===== src/rtl/uart_rx_pkg.sv =====
package uart_rx_pkg;

  typedef struct packed {
    logic       ovr;
    logic       brk;
    logic       par;
    logic       frm;
    logic [7:0] data;
  } rx_entry_t;

  typedef enum logic [2:0] {
    RX_IDLE,
    RX_START,
    RX_DATA,
    RX_PAR,
    RX_STOP,
    RX_HOLD
  } rx_state_e;

  // Expected parity bit value; data bits above the character length are zero.
  function automatic logic exp_parity(input logic [7:0] d, input logic even, input logic stick);
    if (stick) return ~even;
    return even ? (^d) : ~(^d);
  endfunction

endpackage


===== src/rtl/uart_rx_sampler.sv =====
module uart_rx_sampler
  import uart_rx_pkg::*;
#(
  parameter int OVS = 16
) (
  input  logic      clk,
  input  logic      rst_n,
  input  logic      rx_i,
  input  logic      tick_i,
  input  logic      rx_en_i,
  input  logic [1:0] wlen_i,
  input  logic      par_en_i,
  input  logic      par_even_i,
  input  logic      par_stick_i,
  output logic      push_o,
  output rx_entry_t ent_o
);
  localparam int CW = $clog2(OVS);
  localparam logic [CW-1:0] LAST = CW'(OVS - 1);
  localparam logic [CW-1:0] MIDC = CW'(OVS / 2 - 1);

  logic            rx_m, rx_s;
  rx_state_e       st_q, st_d;
  logic [CW-1:0]   cnt_q, cnt_d;
  logic [2:0]      bidx_q, bidx_d;
  logic [7:0]      sh_q, sh_d;
  logic            allz_q, allz_d;
  logic            pbad_q, pbad_d;
  logic [2:0]      last_idx;

  assign last_idx = 3'd4 + {1'b0, wlen_i};

  // Two-flop synchronizer on the line, idle high
  always_ff @(posedge clk or negedge rst_n) begin
    if (!rst_n) begin
      rx_m <= 1'b1;
      rx_s <= 1'b1;
    end else begin
      rx_m <= rx_i;
      rx_s <= rx_m;
    end
  end

  always_comb begin
    st_d   = st_q;
    cnt_d  = cnt_q;
    bidx_d = bidx_q;
    sh_d   = sh_q;
    allz_d = allz_q;
    pbad_d = pbad_q;
    push_o = 1'b0;
    if (tick_i) begin
      case (st_q)
        RX_IDLE: begin
          if (rx_en_i && !rx_s) begin
            st_d   = RX_START;
            cnt_d  = '0;
            bidx_d = '0;
            sh_d   = '0;
            allz_d = 1'b1;
            pbad_d = 1'b0;
          end
        end
        RX_START: begin
          if (cnt_q == MIDC) begin
            cnt_d = '0;
            st_d  = rx_s ? RX_IDLE : RX_DATA;
          end else begin
            cnt_d = cnt_q + CW'(1);
          end
        end
        RX_DATA: begin
          if (cnt_q == LAST) begin
            cnt_d        = '0;
            sh_d[bidx_q] = rx_s;
            allz_d       = allz_q & ~rx_s;
            if (bidx_q == last_idx) st_d = par_en_i ? RX_PAR : RX_STOP;
            else                    bidx_d = bidx_q + 3'd1;
          end else begin
            cnt_d = cnt_q + CW'(1);
          end
        end
        RX_PAR: begin
          if (cnt_q == LAST) begin
            cnt_d  = '0;
            pbad_d = (rx_s != exp_parity(sh_q, par_even_i, par_stick_i));
            allz_d = allz_q & ~rx_s;
            st_d   = RX_STOP;
          end else begin
            cnt_d = cnt_q + CW'(1);
          end
        end
        RX_STOP: begin
          if (cnt_q == LAST) begin
            push_o = 1'b1;
            cnt_d  = '0;
            st_d   = rx_s ? RX_IDLE : RX_HOLD;
          end else begin
            cnt_d = cnt_q + CW'(1);
          end
        end
        RX_HOLD: begin
          if (rx_s) st_d = RX_IDLE;
        end
        default: st_d = RX_IDLE;
      endcase
    end
  end

  always_ff @(posedge clk or negedge rst_n) begin
    if (!rst_n) begin
      st_q   <= RX_IDLE;
      cnt_q  <= '0;
      bidx_q <= '0;
      sh_q   <= '0;
      allz_q <= 1'b0;
      pbad_q <= 1'b0;
    end else begin
      st_q   <= st_d;
      cnt_q  <= cnt_d;
      bidx_q <= bidx_d;
      sh_q   <= sh_d;
      allz_q <= allz_d;
      pbad_q <= pbad_d;
    end
  end

  // Flags as seen at the stop-bit sample
  always_comb begin
    ent_o.data = sh_q;
    ent_o.brk  = ~rx_s & allz_q;
    ent_o.frm  = ~rx_s & ~allz_q;
    ent_o.par  = pbad_q & ~(~rx_s & allz_q);
    ent_o.ovr  = 1'b0;
  end

endmodule


===== src/rtl/uart_rx_fifo.sv =====
module uart_rx_fifo
  import uart_rx_pkg::*;
#(
  parameter int DEPTH = 16
) (
  input  logic      clk,
  input  logic      rst_n,
  input  logic      fifo_en_i,
  input  logic      push_i,
  input  rx_entry_t ent_i,
  input  logic      pop_i,
  output rx_entry_t head_o,
  output logic      empty_o,
  output logic      full_o,
  output logic      pop_ok_o,
  output logic      ovr_o
);
  localparam int AW = (DEPTH > 1) ? $clog2(DEPTH) : 1;
  localparam int CW = AW + 1;
  localparam logic [AW-1:0] PLAST = AW'(DEPTH - 1);

  rx_entry_t     mem [DEPTH];
  logic [AW-1:0] wr_q, wr_d, rd_q, rd_d;
  logic [CW-1:0] cnt_q, cnt_d, cap;
  logic          pend_q, pend_d;
  logic          acc;
  rx_entry_t     wr_ent;

  assign cap      = fifo_en_i ? CW'(DEPTH) : CW'(1);
  assign empty_o  = (cnt_q == '0);
  assign full_o   = (cnt_q >= cap);
  assign pop_ok_o = pop_i & ~empty_o;
  assign acc      = push_i & (~full_o | pop_ok_o);
  assign ovr_o    = push_i & ~acc;
  assign head_o   = mem[rd_q];

  always_comb begin
    wr_ent     = ent_i;
    wr_ent.ovr = pend_q;
    wr_d       = wr_q;
    rd_d       = rd_q;
    cnt_d      = cnt_q;
    pend_d     = pend_q;
    if (acc)      wr_d = (wr_q == PLAST) ? '0 : wr_q + AW'(1);
    if (pop_ok_o) rd_d = (rd_q == PLAST) ? '0 : rd_q + AW'(1);
    case ({acc, pop_ok_o})
      2'b10:   cnt_d = cnt_q + CW'(1);
      2'b01:   cnt_d = cnt_q - CW'(1);
      default: cnt_d = cnt_q;
    endcase
    if (ovr_o)    pend_d = 1'b1;
    else if (acc) pend_d = 1'b0;
  end

  always_ff @(posedge clk or negedge rst_n) begin
    if (!rst_n) begin
      wr_q   <= '0;
      rd_q   <= '0;
      cnt_q  <= '0;
      pend_q <= 1'b0;
    end else begin
      wr_q   <= wr_d;
      rd_q   <= rd_d;
      cnt_q  <= cnt_d;
      pend_q <= pend_d;
    end
  end

  // Storage array, written only on accepted pushes
  always_ff @(posedge clk) begin
    if (acc) mem[wr_q] <= wr_ent;
  end

endmodule


===== src/rtl/uart_rx_stat.sv =====
module uart_rx_stat (
  input  logic       clk,
  input  logic       rst_n,
  input  logic       pop_ok_i,
  input  logic [2:0] head_flags_i,
  input  logic       ovr_i,
  input  logic       clr_i,
  output logic [3:0] stat_o
);
  logic [3:0] stat_d;

  always_comb begin
    stat_d = stat_o;
    if (clr_i)    stat_d = '0;
    if (pop_ok_i) stat_d[2:0] = head_flags_i;
    if (ovr_i)    stat_d[3] = 1'b1;
  end

  always_ff @(posedge clk or negedge rst_n) begin
    if (!rst_n) stat_o <= '0;
    else        stat_o <= stat_d;
  end

endmodule


===== src/rtl/uart_rx_core.sv =====
module uart_rx_core
  import uart_rx_pkg::*;
#(
  parameter int OVS   = 16,
  parameter int DEPTH = 16
) (
  input  logic        clk,
  input  logic        rst_n,
  input  logic        rx_i,
  input  logic        tick16_i,
  input  logic        rx_en_i,
  input  logic [1:0]  cfg_wlen_i,
  input  logic        cfg_par_en_i,
  input  logic        cfg_par_even_i,
  input  logic        cfg_par_stick_i,
  input  logic        cfg_fifo_en_i,
  input  logic        pop_i,
  output logic [11:0] rd_data_o,
  output logic        empty_o,
  output logic        full_o,
  input  logic        stat_clr_i,
  output logic [3:0]  stat_o
);
  logic      rst_m, rst_s;
  logic      samp_push;
  rx_entry_t samp_ent;
  rx_entry_t head;
  logic      pop_ok;
  logic      fifo_ovr;

  // Reset asserted asynchronously, released on a clock edge
  always_ff @(posedge clk or negedge rst_n) begin
    if (!rst_n) begin
      rst_m <= 1'b0;
      rst_s <= 1'b0;
    end else begin
      rst_m <= 1'b1;
      rst_s <= rst_m;
    end
  end

  uart_rx_sampler #(.OVS(OVS)) u_samp (
    .clk         (clk),
    .rst_n       (rst_s),
    .rx_i        (rx_i),
    .tick_i      (tick16_i),
    .rx_en_i     (rx_en_i),
    .wlen_i      (cfg_wlen_i),
    .par_en_i    (cfg_par_en_i),
    .par_even_i  (cfg_par_even_i),
    .par_stick_i (cfg_par_stick_i),
    .push_o      (samp_push),
    .ent_o       (samp_ent)
  );

  uart_rx_fifo #(.DEPTH(DEPTH)) u_fifo (
    .clk       (clk),
    .rst_n     (rst_s),
    .fifo_en_i (cfg_fifo_en_i),
    .push_i    (samp_push),
    .ent_i     (samp_ent),
    .pop_i     (pop_i),
    .head_o    (head),
    .empty_o   (empty_o),
    .full_o    (full_o),
    .pop_ok_o  (pop_ok),
    .ovr_o     (fifo_ovr)
  );

  uart_rx_stat u_stat (
    .clk          (clk),
    .rst_n        (rst_s),
    .pop_ok_i     (pop_ok),
    .head_flags_i ({head.brk, head.par, head.frm}),
    .ovr_i        (fifo_ovr),
    .clr_i        (stat_clr_i),
    .stat_o       (stat_o)
  );

  assign rd_data_o = head;

endmodule


===== config.mk =====
export PLATFORM = sky130hd
export DESIGN_NAME = uart_rx_core
export DESIGN_NICKNAME = d
export VERILOG_FILES = /design/src/rtl/uart_rx_pkg.sv /design/src/rtl/uart_rx_sampler.sv /design/src/rtl/uart_rx_fifo.sv /design/src/rtl/uart_rx_stat.sv /design/src/rtl/uart_rx_core.sv
export SDC_FILE = /design/constraint.sdc
export NUM_CORES = 1
export LEC_CHECK = 0
export BUFFER_PORTS_ARGS = -buffer_cell sky130_fd_sc_hd__buf_2
export CELL_PAD_IN_SITES_DETAIL_PLACEMENT = 1
export CELL_PAD_IN_SITES_GLOBAL_PLACEMENT = 2
export CORE_UTILIZATION = 50
export DETAILED_ROUTE_END_ITERATION = 7
export PLACE_DENSITY = 0.8
export SYNTH_ARGS = -nofsm -noshare
export SYNTH_HDL_FRONTEND = slang
export SYNTH_SLANG_ARGS = --single-unit

===== constraint.sdc =====
create_clock -name clk -period 6.2 [get_ports clk]
set_input_delay 1.55 -clock clk [delete_from_list [all_inputs] [get_ports clk]]
set_output_delay 1.55 -clock clk [all_outputs]
set_load 0.02 [all_outputs]

==> impl.org, run 1 <==
** Yosys
- Yosys printed 0 warnings.
- The number of nets handed over by synthesis was 620.
- Synth async-reset ratio :: 0.179
- Portion of the post-synthesis area used by sequential elements :: 0.691
- Counting every instance in the synthesized netlist gives 594.
- Most used flip-flop cell after synthesis :: edfxtp_1
- Post-synth EDFFs :: 192
- Count of distinct cell types in the synthesized netlist :: 54
- After synthesis the cells add up to between 9000 and 10,000 um2.
- Post-Synthesis Mean Instance Area :: 16.6 um2
- Synthesis inferred 234 register bits.

** GRT
- Global-route wire length before repair :: 33,800 um
- The via count of the first global-routing pass was 5,780.
- The number of antenna violations at the first check in global routing was 0.
- Largest net degree at the start of global routing :: 44
- Total global routing overflow :: 0
- For this run, the total global-route usage over all layers was measured as 0.224.

** STA
- For this run, the top clock speed supported by timing is 0.224 GHz.
- Worst Slack Setup Final :: 1.74 ns
- Dividing the final minimum period by the clock period gives 0.719.
- Headroom to the max-slew limit came out at 0.132.
- Maximum clock skew at final layout :: 0.0119 ns
- Final TNS setup :: 0 ns
- Slew at the pin closest to its max-slew limit :: 1.30 ns
- Final Critical Period :: between 4 and 5 ns
- Setup repair after global routing left no endpoint under its margin.
- The number of max-slew violations in the final report is 0.
- The count of final hold-check violations came to 0.
- Setup violations remaining at the end of the flow were counted as 0.

** Worst setup path
- Count of buffer and inverter cells on the critical path :: 1
- STA classifies the critical path startpoint as a register.
- The worst register-to-register path has a depth of 6.
- Type of the setup path with the least slack :: register to primary output
- In this run the number of cells on the critical path is 5.
- Required time worst endpoint :: 4.65 ns
- Cell with the biggest individual delay on the critical path :: dfrtp_2
- Largest delay share family, worst path :: flip-flops
- The worst setup path is captured at a primary output.
- Maximum fanout encountered on the critical timing path :: 43
- Traced cell by cell, the critical path runs through mux4_2 -> nor2b_1 -> a211oi_1 -> a21oi_1 -> buf_2.
- In this design, the stage delay of the slowest critical-path cell is 1.13 ns.
- Data arrives at the worst endpoint at around 2.9 ns.

** Detailed routing
- After detailed routing, the total wire length is ~21,000 um.
- Vias :: 5,330
- Avg WL per Cell :: roughly 24 um
- The first detailed-routing pass took 4 iterations.
- Number of DRC violations after detailed routing :: 0
- For this block, the initial DRC count from the detailed router was 271.
- Remaining number of nets flagged by the antenna check after routing :: 0
- Dividing the detail-routed via count by the number of cells gives 5.90.

** Cells and area
- Antenna Diode Count :: 0
- The library cell used most frequently in the layout, excluding fill and tap cells, is edfxtp_1.
- In the final layout, the share of cells above drive strength 1 is 0.215.
- For this run, the post-layout net count is 646.
- Synth-to-layout area growth :: 12.5%
- Commonest cells after routing, fill and taps aside :: edfxtp_1, mux4_2, dfrtp_1

** Die
- Starting density of the core :: 0.509
- Io pins :: 31
- The floorplan step defined a core boundary enclosing 19,400 um2.
- Die footprint :: 20,300 um2
- The die is about 140 um wide.
- The floorplan step set the die height to 143 um.
- The floorplan has 51 rows.

** Clocking
- For this design, the CTS-stage hold fixing added 0 buffers.
- Post-cts sizing count :: 0
- In this run the number of H-tree levels came out at 1.
- Number of setup buffers added after CTS :: 0
- CTS saw 234 sinks.
- Reg clk slew, reported paths :: around 0.060 ns
- The number of clock buffers added by TritonCTS is 24.
- Worst-case clock buffer depth :: 3
- The later pin in the worst-skew pair is clocked with a latency of ~0.52 ns.
- CTS tree :: built
- The cell sitting at the root of the clock tree is a clkbuf_16.

** Power and ir drop
- Peak ir drop on the vdd network :: 0.325 mV
- Lkg Pwr :: 0.00379 uW
- In this run the power density over the cells is 422 nW/um2.

** Placement
- Half-perimeter wire length after detailed placement :: 13,200 um
- Worst setup slack before clock tree synthesis :: 1.90 ns
- PortBufs :: 30
- The congestion estimate from routability-driven global placement came to 0.756.

** Min path
- Number of cells on the worst hold path :: 0
- The min-delay analysis places its worst path in the category register to register.

** Job
- The tool flagged a number of max-cap violations equal to 0.

** Status
- The run finished with clean final reports.
## stage by stage
| step | cell area (um2) | hold slack, ns | util | total power [uW] | cells |
|---|---|---|---|---|---|
| final | 11100 | 0.360 | 0.573 | 4690 | 903 |
| after global routing | 11100 | 0.362 | 0.573 | 4900 | 903 |
| after CTS | 11100 | 0.362 | 0.573 | 4750 | 903 |
| after detailed placement | 10300 | 0.351 | 0.529 | 3200 | 859 |
| after global placement | 10300 | 0.344 | 0.529 | 3160 | 859 |
| after floorplan | 9870 | 0.331 | - | 2870 | 594 |
## layout make-up
cell class | instances | area, um2
multi-input cells | 307 | 2850
clock inverters | 17 | 213
fillers | 1808 | 8290
flip-flops and latches | 234 | 6820
inverters | 17 | 63.8
well taps | 265 | 332
clock buffers | 27 | 633
repair buffers | 36 | 195
## final timing paths
path | startpoint | endpoint | slack [ns]
setup / recovery | u_fifo.rd_q[2]$_DFFE_PN0P_ | rd_data_o[1] | 1.74
hold / removal | u_samp.rx_m$_DFF_PN1_ | u_samp.rx_s$_DFF_PN1_ | 0.36
setup reg to reg | u_fifo.cnt_q[0]$_DFFE_PN0P_ | u_fifo.mem[8][6]$_DFFE_PP_ | 3.06
hold reg to reg | u_samp.rx_m$_DFF_PN1_ | u_samp.rx_s$_DFF_PN1_ | 0.36
max in group asynchronous | rst_s$_DFF_PN0_ | u_fifo.rd_q[2]$_DFFE_PN0P_ | 5.13
min in group asynchronous | rst_s$_DFF_PN0_ | u_samp.cnt_q[0]$_DFFE_PN0P_ | 0.42
## cells in the mapped netlist, types with 2 or more instances
cell	count	area [um2]
o31a_1	2	17.5
buf_1	4	15.0
a211oi_1	10	75.1
o31ai_1	2	15.0
o21ai_0	11	55.1
a21o_1	4	30.0
and4_1	2	17.5
ha_1	12	150
mux2i_1	21	210
xnor2_1	14	123
nand2b_1	4	25.0
and2_1	8	50.1
a221oi_1	2	17.5
inv_1	17	63.8
buf_2	8	40.0
nand3_1	15	75.1
mux2_2	2	22.5
nand2_1	16	60.1
and3_1	8	50.1
nor4b_1	2	17.5
nor2_1	24	90.1
nor3_1	7	35.0
a22o_1	3	26.3
dfstp_2	2	52.6
xor2_1	2	17.5
clkbuf_1	23	86.3
mux2_1	3	33.8
a41oi_1	2	17.5
o21ai_1	22	110
dfrtp_1	40	1000
mux4_2	48	1080
nor2b_1	13	81.3
edfxtp_1	192	5770
a21oi_1	19	95.1
nand4_1	4	25.0
a211o_1	2	17.5
a31oi_1	7	43.8
## where the power goes
part | leakage (uW) | total (uW) | internal (uW) | switching (uW)
logic | 0.00118 | 1120 | 539 | 583
clock network | 0.000407 | 1540 | 942 | 601
registers | 0.00220 | 2030 | 1780 | 247
## registers in the layout (all words and copies together), names as in the netlist, 3 cells and up
name,count
u_samp.cnt_q,4
u_samp.bidx_q,3
u_samp.sh_q,8
u_fifo.cnt_q,5
u_fifo.rd_q,4
u_stat.stat_o,4
u_fifo.wr_q,4
u_fifo.mem,192
u_samp.st_q,3
## metal layers
metal | GRT usage | vias to the layer above | wire length [um]
met5 | 0 | - | 0
met4 | 0.0453 | 0 | 235
met3 | 0.0313 | 24 | 990
met2 | 0.384 | 115 | 10800
met1 | 0.308 | 2806 | 9400
li1 | - | 2385 | -
## kinds of logic (layout without fill, tap and decap cells)
family          Yosys count  after routing  synth area share
xor+xnor                 16             16            0.0142
mux                      74             74             0.136
fa+ha+maj                13             13            0.0172
buf+inv                  53             97            0.0219
compound gates           93             93            0.0597
flops                   234            234             0.691
simple gates            110            110            0.0596
other cells               1              1          0.000380
## worst reg2reg max path, delay by kind of cell (launching register included)
family	cells	cell delay, ns
compound gates	2	0.60
buf+inv	1	0.12
simple gates	2	1.29
fa+ha+maj	1	0.28
flops	1	0.44
Note: power is estimated with default switching activity, not from simulation.
==> run 2: changes to the inputs <==
- CORE_UTILIZATION: 50 -> 42
- PLACE_DENSITY: 0.8 -> 0.71
- clock period: 6.2 -> 3.9 ns (I/O delays scaled with it)
==> run 2 against run 1 <==
  * Routed wire length up 6.8%
  * First-iteration DRC count grew 9.6%
  * Total power grew 57%
  * Cell area up 1.1%
  * Non-clock buffer count increased by 16
  * Critical path depth did not move
  * Utilization is 8.1 points lower
  * Global-route usage decreased by 2.5 points
  * Clock skew barely moved
  * Count of clock-buffer cells in the layout rose by 6
==> impl.org, run 2 (same netlist as run 1, synthesis figures left out) <==
** Status
- The run finished with clean final reports.

** Die
- 31 I/O pins were placed.
- Core Footprint :: 22,800 um2
- Overall die height :: around 160 um
- The floorplan step defined a die boundary enclosing 24,100 um2.
- Horizontal die dimension :: 155 um
- FP Rows :: 55
- For this configuration, the core starts out at a cell density of 0.432.

** STA
- Final Max Slew Viols :: 0
- Setup violations remaining at the end of the flow were counted as 0.
- Based on the critical path, the design can be clocked at up to roughly 0.28 GHz.
- RSZ-0062 raised after global routing :: false
- Slew at the pin closest to its max-slew limit :: 1.31 ns
- Share of the clock period used by the worst path after layout :: 0.913
- Final Critical Period :: between 3 and 4 ns
- Final TNS setup :: 0 ns
- Endpoints failing hold :: 0
- Measured against its own limit, the worst slew margin works out to 0.123.
- On the final layout, the worst clock skew is 0.0115 ns.

** Cells and area
- Synth-to-layout area growth :: 13.7%
- The finished cells cover 11,200 um2.
- Max reg flops :: 192
- The library cells used most frequently in the layout, excluding fill and tap cells, are edfxtp_1, mux4_2, dfrtp_1.
- Register ranked first by flip-flop count :: u_fifo.mem
- The library cell used most frequently in the layout, excluding fill and tap cells, is edfxtp_1.
- Counting the fill cells in the layout gives 2,200.
- Of the cells placed in the final design, the portion with a size suffix greater than 1 is 0.234.
- The repair_antennas step left the layout with diodes totalling 0.
- Combined flip-flop and latch cell area :: 6830 um2
- Area of the multi-input gates :: 2850 um2
- After the last flow step, the layout net total stands at 663.
- The largest registers in the layout are u_fifo.mem: 192 flops, u_samp.sh_q: 8 flops, u_fifo.cnt_q: 5 flops.

** Worst setup path
- The setup check on the worst reg-to-reg path leaves a slack of 1.00 ns.
- Data arrival time of the critical path :: 2.59 ns
- The worst setup path is captured at a primary output.
- Cell with the biggest individual delay on the critical path :: dfrtp_4
- Along the worst path, the maximum fanout reaches 17.
- Ordered list of cells on the worst path :: buf_4 -> mux4_2 -> a211oi_1 -> a21oi_1 -> buf_2
- Crit path launch type :: register
- The setup path with the least slack is of type register to primary output.
- R2r startpoint :: u_fifo.cnt_q[0]$_DFFE_PN0P_
- In this design, the stage delay of the slowest critical-path cell is 0.63 ns.
- Critical path launch point :: u_fifo.rd_q[0]$_DFFE_PN0P_
- For the worst setup path, the data required time is between 2 and 3 ns.

** Placement
- At the end of routability-driven placement, the weighted congestion stood at 0.769.
- Half-perimeter wire length after detailed placement :: 14,900 um
- Placed instance area :: ~10,000 um2
- PortBufs :: 30

** Power and ir drop
- Lkg Pwr :: ~0.0038 uW
- Switching share of power :: 0.316
- Power share of the combinational group :: 0.272
- Clk pwr share :: 0.305
- The internal portion of the total power is 5030 uW.
- Of the total power, registers draw 0.424.
- Psw :: around 2300 uW
- Areal power density over the cells :: 655 nW/um2
- Peak ir drop on the vdd network :: 0.311 mV

** GRT
- Largest net degree at the start of global routing :: 41
- The first global-routing pass estimated 35,800 um of wire.
- The via count of the first global-routing pass came to 5,785.
- In the global route stage, overall resource usage came out at 0.199.
- Summed over all layers, the global routing overflow is 0.
- The number of antenna violations at the first check in global routing is 0.

** Clocking
- CTS tree :: built
- Number of setup buffers added after CTS :: 0
- Clock latency reported for the late side of the worst-skew pair :: around 0.51 ns
- Sink count of the clock tree :: 234
- After clock tree synthesis, the clock-pin slew on the worst setup and hold paths is 0.06 ns.
- H-tree level count :: 1
- Worst-case clock buffer depth :: 3
- Hold repair after CTS inserted 0 buffers.
- Clock buffer count from CTS :: 25
- Clock root buffer :: clkbuf_16

** Detailed routing
- Number of DRC violations after detailed routing :: 0
- Avg WL per Cell :: about 24 um
- Vias :: roughly 5,400
- Using the TritonRoute via totals, the vias-per-cell ratio works out to 5.59.
- Remaining number of nets flagged by the antenna check after routing :: 0
- The detailed router finished its first iteration with 297 violations.
- Summed over all layers, the routed wires come to 22,900 um.
- DRT Pass-1 Iters :: 4

** Min path
- Type of the most critical hold path :: primary input to async pin

** Job
- Across the run, the number of max-cap violations was 0.
## run 2: cell count changes in the layout (fill, tap and decap cells not counted), sizes merged
cell,change
clkinv,-1
buf,+16
clkinvlp,-1
inv,+1
clkbuf,+6
bufinv,-4
## run 2: worst paths after layout
check                                              to  cells after the start
setup / recovery                         rd_data_o[5]                      5
hold / removal                        rst_m$_DFF_PN0_                      1
setup reg to reg           u_fifo.mem[9][7]$_DFFE_PP_                      6
hold reg to reg                 u_samp.rx_s$_DFF_PN1_                      0
max in group asynchronous  u_fifo.rd_q[0]$_DFFE_PN0P_                      0
min in group clk                u_samp.rx_s$_DFF_PN1_                      0
## run 2: worst max-delay path, delay by kind of cell (launching register included)
kind,cells,cell delay (ns)
AO/OA/AOI/OAI,2,0.40
buffers and inverters,2,0.52
flip-flops,1,0.63
multiplexers,1,0.53
## run 2: what timing repair did
item                                    in CTS  in global routing
hold endpoints to repair                     0                  0
endpoints found under the setup margin       0                  1
resized for setup                            0                  1
## run 2: through the flow
| stage | power (uW) | hold WS (ns) | cells | utilization | setup slack, ns |
|---|---|---|---|---|---|
| after global routing | 7720 | 0.215 | 968 | 0.491 | 0.146 |
| final | 7360 | 0.239 | 968 | 0.491 | 0.338 |
| after global placement | 5130 | 0.344 | 923 | 0.458 | 0.602 |
| after CTS | 7450 | 0.212 | 968 | 0.491 | 0.0977 |
| after floorplan | 4560 | 0.331 | 594 | - | 0.106 |
| after detailed placement | 5190 | 0.350 | 923 | 0.458 | 0.458 |
## run 2: area by class of cell
| class | instances | share of cell area |
|---|---|---|
| Multi-Input combinational cell | 307 | 0.254 |
| Clock buffer | 33 | 0.0602 |
| Tap cell | 313 | 0.0349 |
| Timing Repair Buffer | 52 | 0.0292 |
| Inverter | 17 | 0.00568 |
| Clock inverter | 12 | 0.00825 |
| Sequential cell | 234 | 0.608 |
## run 2: power groups by stage
stage	logic, uW	registers (uW)	clock network [uW]
5_1_grt	2190	3160	2380
2_1_floorplan	1570	2980	0
3_5_place_dp	2020	3170	0
6_report	2000	3120	2240
4_1_cts	2040	3120	2290
3_3_place_gp	1970	3160	0
## run 2: metal layers
metal,up-vias,part of all wire,GRT usage
li1,2407,-,-
met1,2818,0.44,0.277
met2,165,0.49,0.331
met3,24,0.060,0.0340
met4,0,0.011,0.0430
met5,-,0,0
==> run 3: changes to the inputs <==
- BUFFER_PORTS_ARGS: -buffer_cell sky130_fd_sc_hd__buf_2 -> -buffer_cell sky130_fd_sc_hd__clkbuf_2
- GPL_TIMING_DRIVEN: default -> 0
- PLACE_DENSITY: 0.71 -> 0.8
==> run 3 against run 2 <==
  * Worst hold slack improved by 0.0010 ns
  * Combinational power increased by 9%
  * Register-to-register slack got worse by 0.26 ns
  * Clock power decreased by 4%
  * Largest cell class unchanged
==> impl.org, run 3 (same netlist as run 1, synthesis figures left out) <==
** Placement
- In this run the cell area measured after placement is 10,500 um2.
- PortBufs :: 30
- Summed over all nets, the half-perimeter wirelength after detailed placement is 14,500 um.
- Routability-driven placement finished with a final weighted congestion of just under 0.8.
- OpenSTA, run right after detailed placement, puts the worst setup slack at 0.0288 ns.

** GRT
- Total global routing overflow :: 0
- The first global-routing pass estimated 33,900 um of wire.
- Via count of the first global-routing pass :: 5,881
- Entering global routing, the biggest net connects 23 pins.
- In the global route stage, overall resource usage came out at 0.186.
- The number of antenna violations at the first check in global routing was 0.

** STA
- At the pin with the least slew margin, the transition time is 1.32 ns.
- Setup-failing EPs final :: 0
- Endpoints failing hold :: 0
- Max_slew headroom :: 0.114
- RSZ-0062 raised after global routing :: true
- Timing would allow up to 0.266 GHz.
- Counting I/O delays and the setup requirement, the final critical path takes 3.76 ns.
- Hold timing on the final database bottoms out at a slack of 0.240 ns.
- Share of the clock period used by the worst path after layout :: 0.965
- Setup slack on the critical path of the routed design comes to approximately 0.14 ns.
- Maximum clock skew at final layout :: ~0.021 ns
- Final TNS setup :: 0 ns
- The number of max-slew violations in the final report was 0.

** Detailed routing
- Avg WL per Cell :: roughly 22 um
- Detail-routed via count per cell :: between 5 and 6
- Remaining number of nets flagged by the antenna check after routing :: 0
- Highest metal used :: met4
- Wire length reported by the detailed router :: ~21,000 um
- The detailed router finished its first iteration with 316 violations.
- The first detailed-routing pass took 4 iterations.
- Wire segments on met3 add up to 1030 um in the final route.
- For this block, wires on met1 add up to 8960 um.
- In the detailed route, the total length drawn on met2 is about 11,000 um.
- Detailed routing inserted a total of around 5,300 vias.
- For this run, design rule violations remaining after detail routing come to 0.

** Cells and area
- Leaving out fill and tap cells, the most frequent cell in the layout is edfxtp_1.
- The net count of the finished layout is slightly below 700.
- Register ranked first by flip-flop count :: u_fifo.mem
- In the final layout, the registers with the most flip-flops are u_fifo.mem: 192 flops, u_samp.sh_q: 8 flops, u_fifo.cnt_q: 5 flops.
- Combined flip-flop and latch cell area :: just under 7000 um2
- Area of the multi-input gates :: 2860 um2
- At the end of the flow the core is filled with cells to 0.493.
- Max reg flops :: 192
- Antenna Diode Count :: 0
- Filler cell count in the final layout :: around 2,200
- Summing all non-filler instances in the final layout gives an area of between 10,000 and 15,000 um2.
- Commonest cells after routing, fill and taps aside :: edfxtp_1, mux4_2, dfrtp_1
- In the final layout, the share of cells above drive strength 1 is 0.222.
- Relative to the synthesized area, the layout overhead comes to 14.1%.

** Die
- In this run the vertical extent of the chip is between 150 and 200 um.
- After floorplanning, the core was divided into 55 placement rows.
- Io pins :: 31
- The core region is 22,800 um2.
- The initial utilization of the core area, before any placement, comes to 0.432.
- Horizontal die dimension :: 155 um
- Die footprint :: 24,100 um2

** Power and ir drop
- Peak ir drop on the vdd network :: 0.276 mV
- Lkg Pwr :: approximately 0.0039 uW
- Part of the power in registers :: 0.407
- Power share of the combinational group :: 0.299
- In this run the power spent charging and discharging nets is between 2000 and 2500 uW.
- Internal power contribution :: 4980 uW
- Clk pwr share :: 0.294
- Switching share of power :: 0.317
- Areal power density over the cells :: 647 nW/um2

** Clocking
- CTS Hold Bufs :: 0
- Clock latency reported for the late side of the worst-skew pair :: 0.52 ns
- H-tree level count :: 1
- Worst-case clock buffer depth :: 3
- Clock tree synthesis selected as its root buffer the cell clkbuf_16.
- Sink count of the clock tree :: 234
- Clock-pin slew was measured on the worst setup and hold paths at 0.06 ns.
- In this run the post-CTS setup repair buffer count came out at 0.
- The number of clock buffers added by TritonCTS is 24.
- TritonCTS built the clock tree.

** Worst setup path
- Crit path launch type :: register
- Following the worst setup path forward leads to its endpoint at rd_data_o[6].
- Required time worst endpoint :: slightly below 3 ns
- The critical path starts at u_fifo.rd_q[2]$_DFFE_PN0P_.
- Critical register-to-register path endpoint :: u_fifo.mem[13][11]$_DFFE_PP_
- The worst register-to-register path has a setup slack of around 0.74 ns.
- For the worst flop-to-flop path, the logic depth is 6.
- Maximum fanout encountered on the critical timing path :: 10
- The worst setup path is of the register to primary output kind.
- CP Capture Type :: primary output
- The startpoint identified for the worst register-to-register timing path is u_fifo.cnt_q[0]$_DFFE_PN0P_.
- Data arrival time of the critical path :: 2.79 ns

** Min path
- The tightest min-delay check is of the register to async pin type.

** Status
- Result of the run :: complete, no violations

** Job
- Max-capacitance violation count :: 0
==> run 3: changes by cell type in the layout (fill, tap and decap cells not counted), sizes merged <==
cell,delta
buf,-40
inv,-1
clkbuf,+58
clkinv,-1
bufinv,-1
clkdlybuf4s15,+1
==> run 3: power groups by stage <==
stage          Combinational (uW)  Sequential, uW  Clock, uW
2_1_floorplan                1570            2980          0
3_3_place_gp                 2120            2990          0
3_5_place_dp                 2200            3000          0
4_1_cts                      2200            2970       2190
5_1_grt                      2400            2990       2270
6_report                     2180            2970       2140
==> run 3: how the worst min path moves through the flow <==
stage	from	endpoint	depth (start not counted)
floorplan	rst_m$_DFF_PN0_	rst_s$_DFF_PN0_	0
global placement	rst_m$_DFF_PN0_	rst_s$_DFF_PN0_	0
detailed placement	rst_s$_DFF_PN0_	u_fifo.cnt_q[4]$_DFFE_PN0P_	0
CTS	rst_n	rst_s$_DFF_PN0_	1
global route	rst_n	rst_m$_DFF_PN0_	1
finish	rst_s$_DFF_PN0_	u_fifo.cnt_q[2]$_DFFE_PN0P_	0
==> run 3: layout make-up <==
type,instances,area share
sequential,234,0.606
multi-input combinational,307,0.254
clock buffer,35,0.0605
tap,313,0.0348
timing repair buffer,34,0.0181
buffer,35,0.0162
inverter,17,0.00567
clock inverter,9,0.00544
==> run 3: per-stage QoR <==
step	instances	power (uW)
after floorplan	594	4560
final	984	7290
after detailed placement	940	5200
after global placement	937	5110
after global routing	984	7650
after CTS	983	7360
==> run 3: what timing repair did <==
action / in CTS / in global routing
gates resized for setup: 7 / 12
endpoints found under the hold margin: 0 / 0
endpoints found under the setup margin: 12 / 9
gates cloned: 0 / 0
==> run 3: worst max-delay path: stages (launching register included) <==
cell and delay, ns:
dfrtp_1 0.56, buf_2 0.37, clkbuf_4 0.33, clkbuf_4 0.31
mux2i_1 0.36, a21oi_1 0.14, clkbuf_2 0.19
==> run 3: routing by layer <==
layer | up-vias | track usage
met3 | 18 | 0.0228
met4 | 0 | 0.0392
li1 | 2452 | -
met2 | 104 | 0.338
met1 | 2753 | 0.238
met5 | - | 0
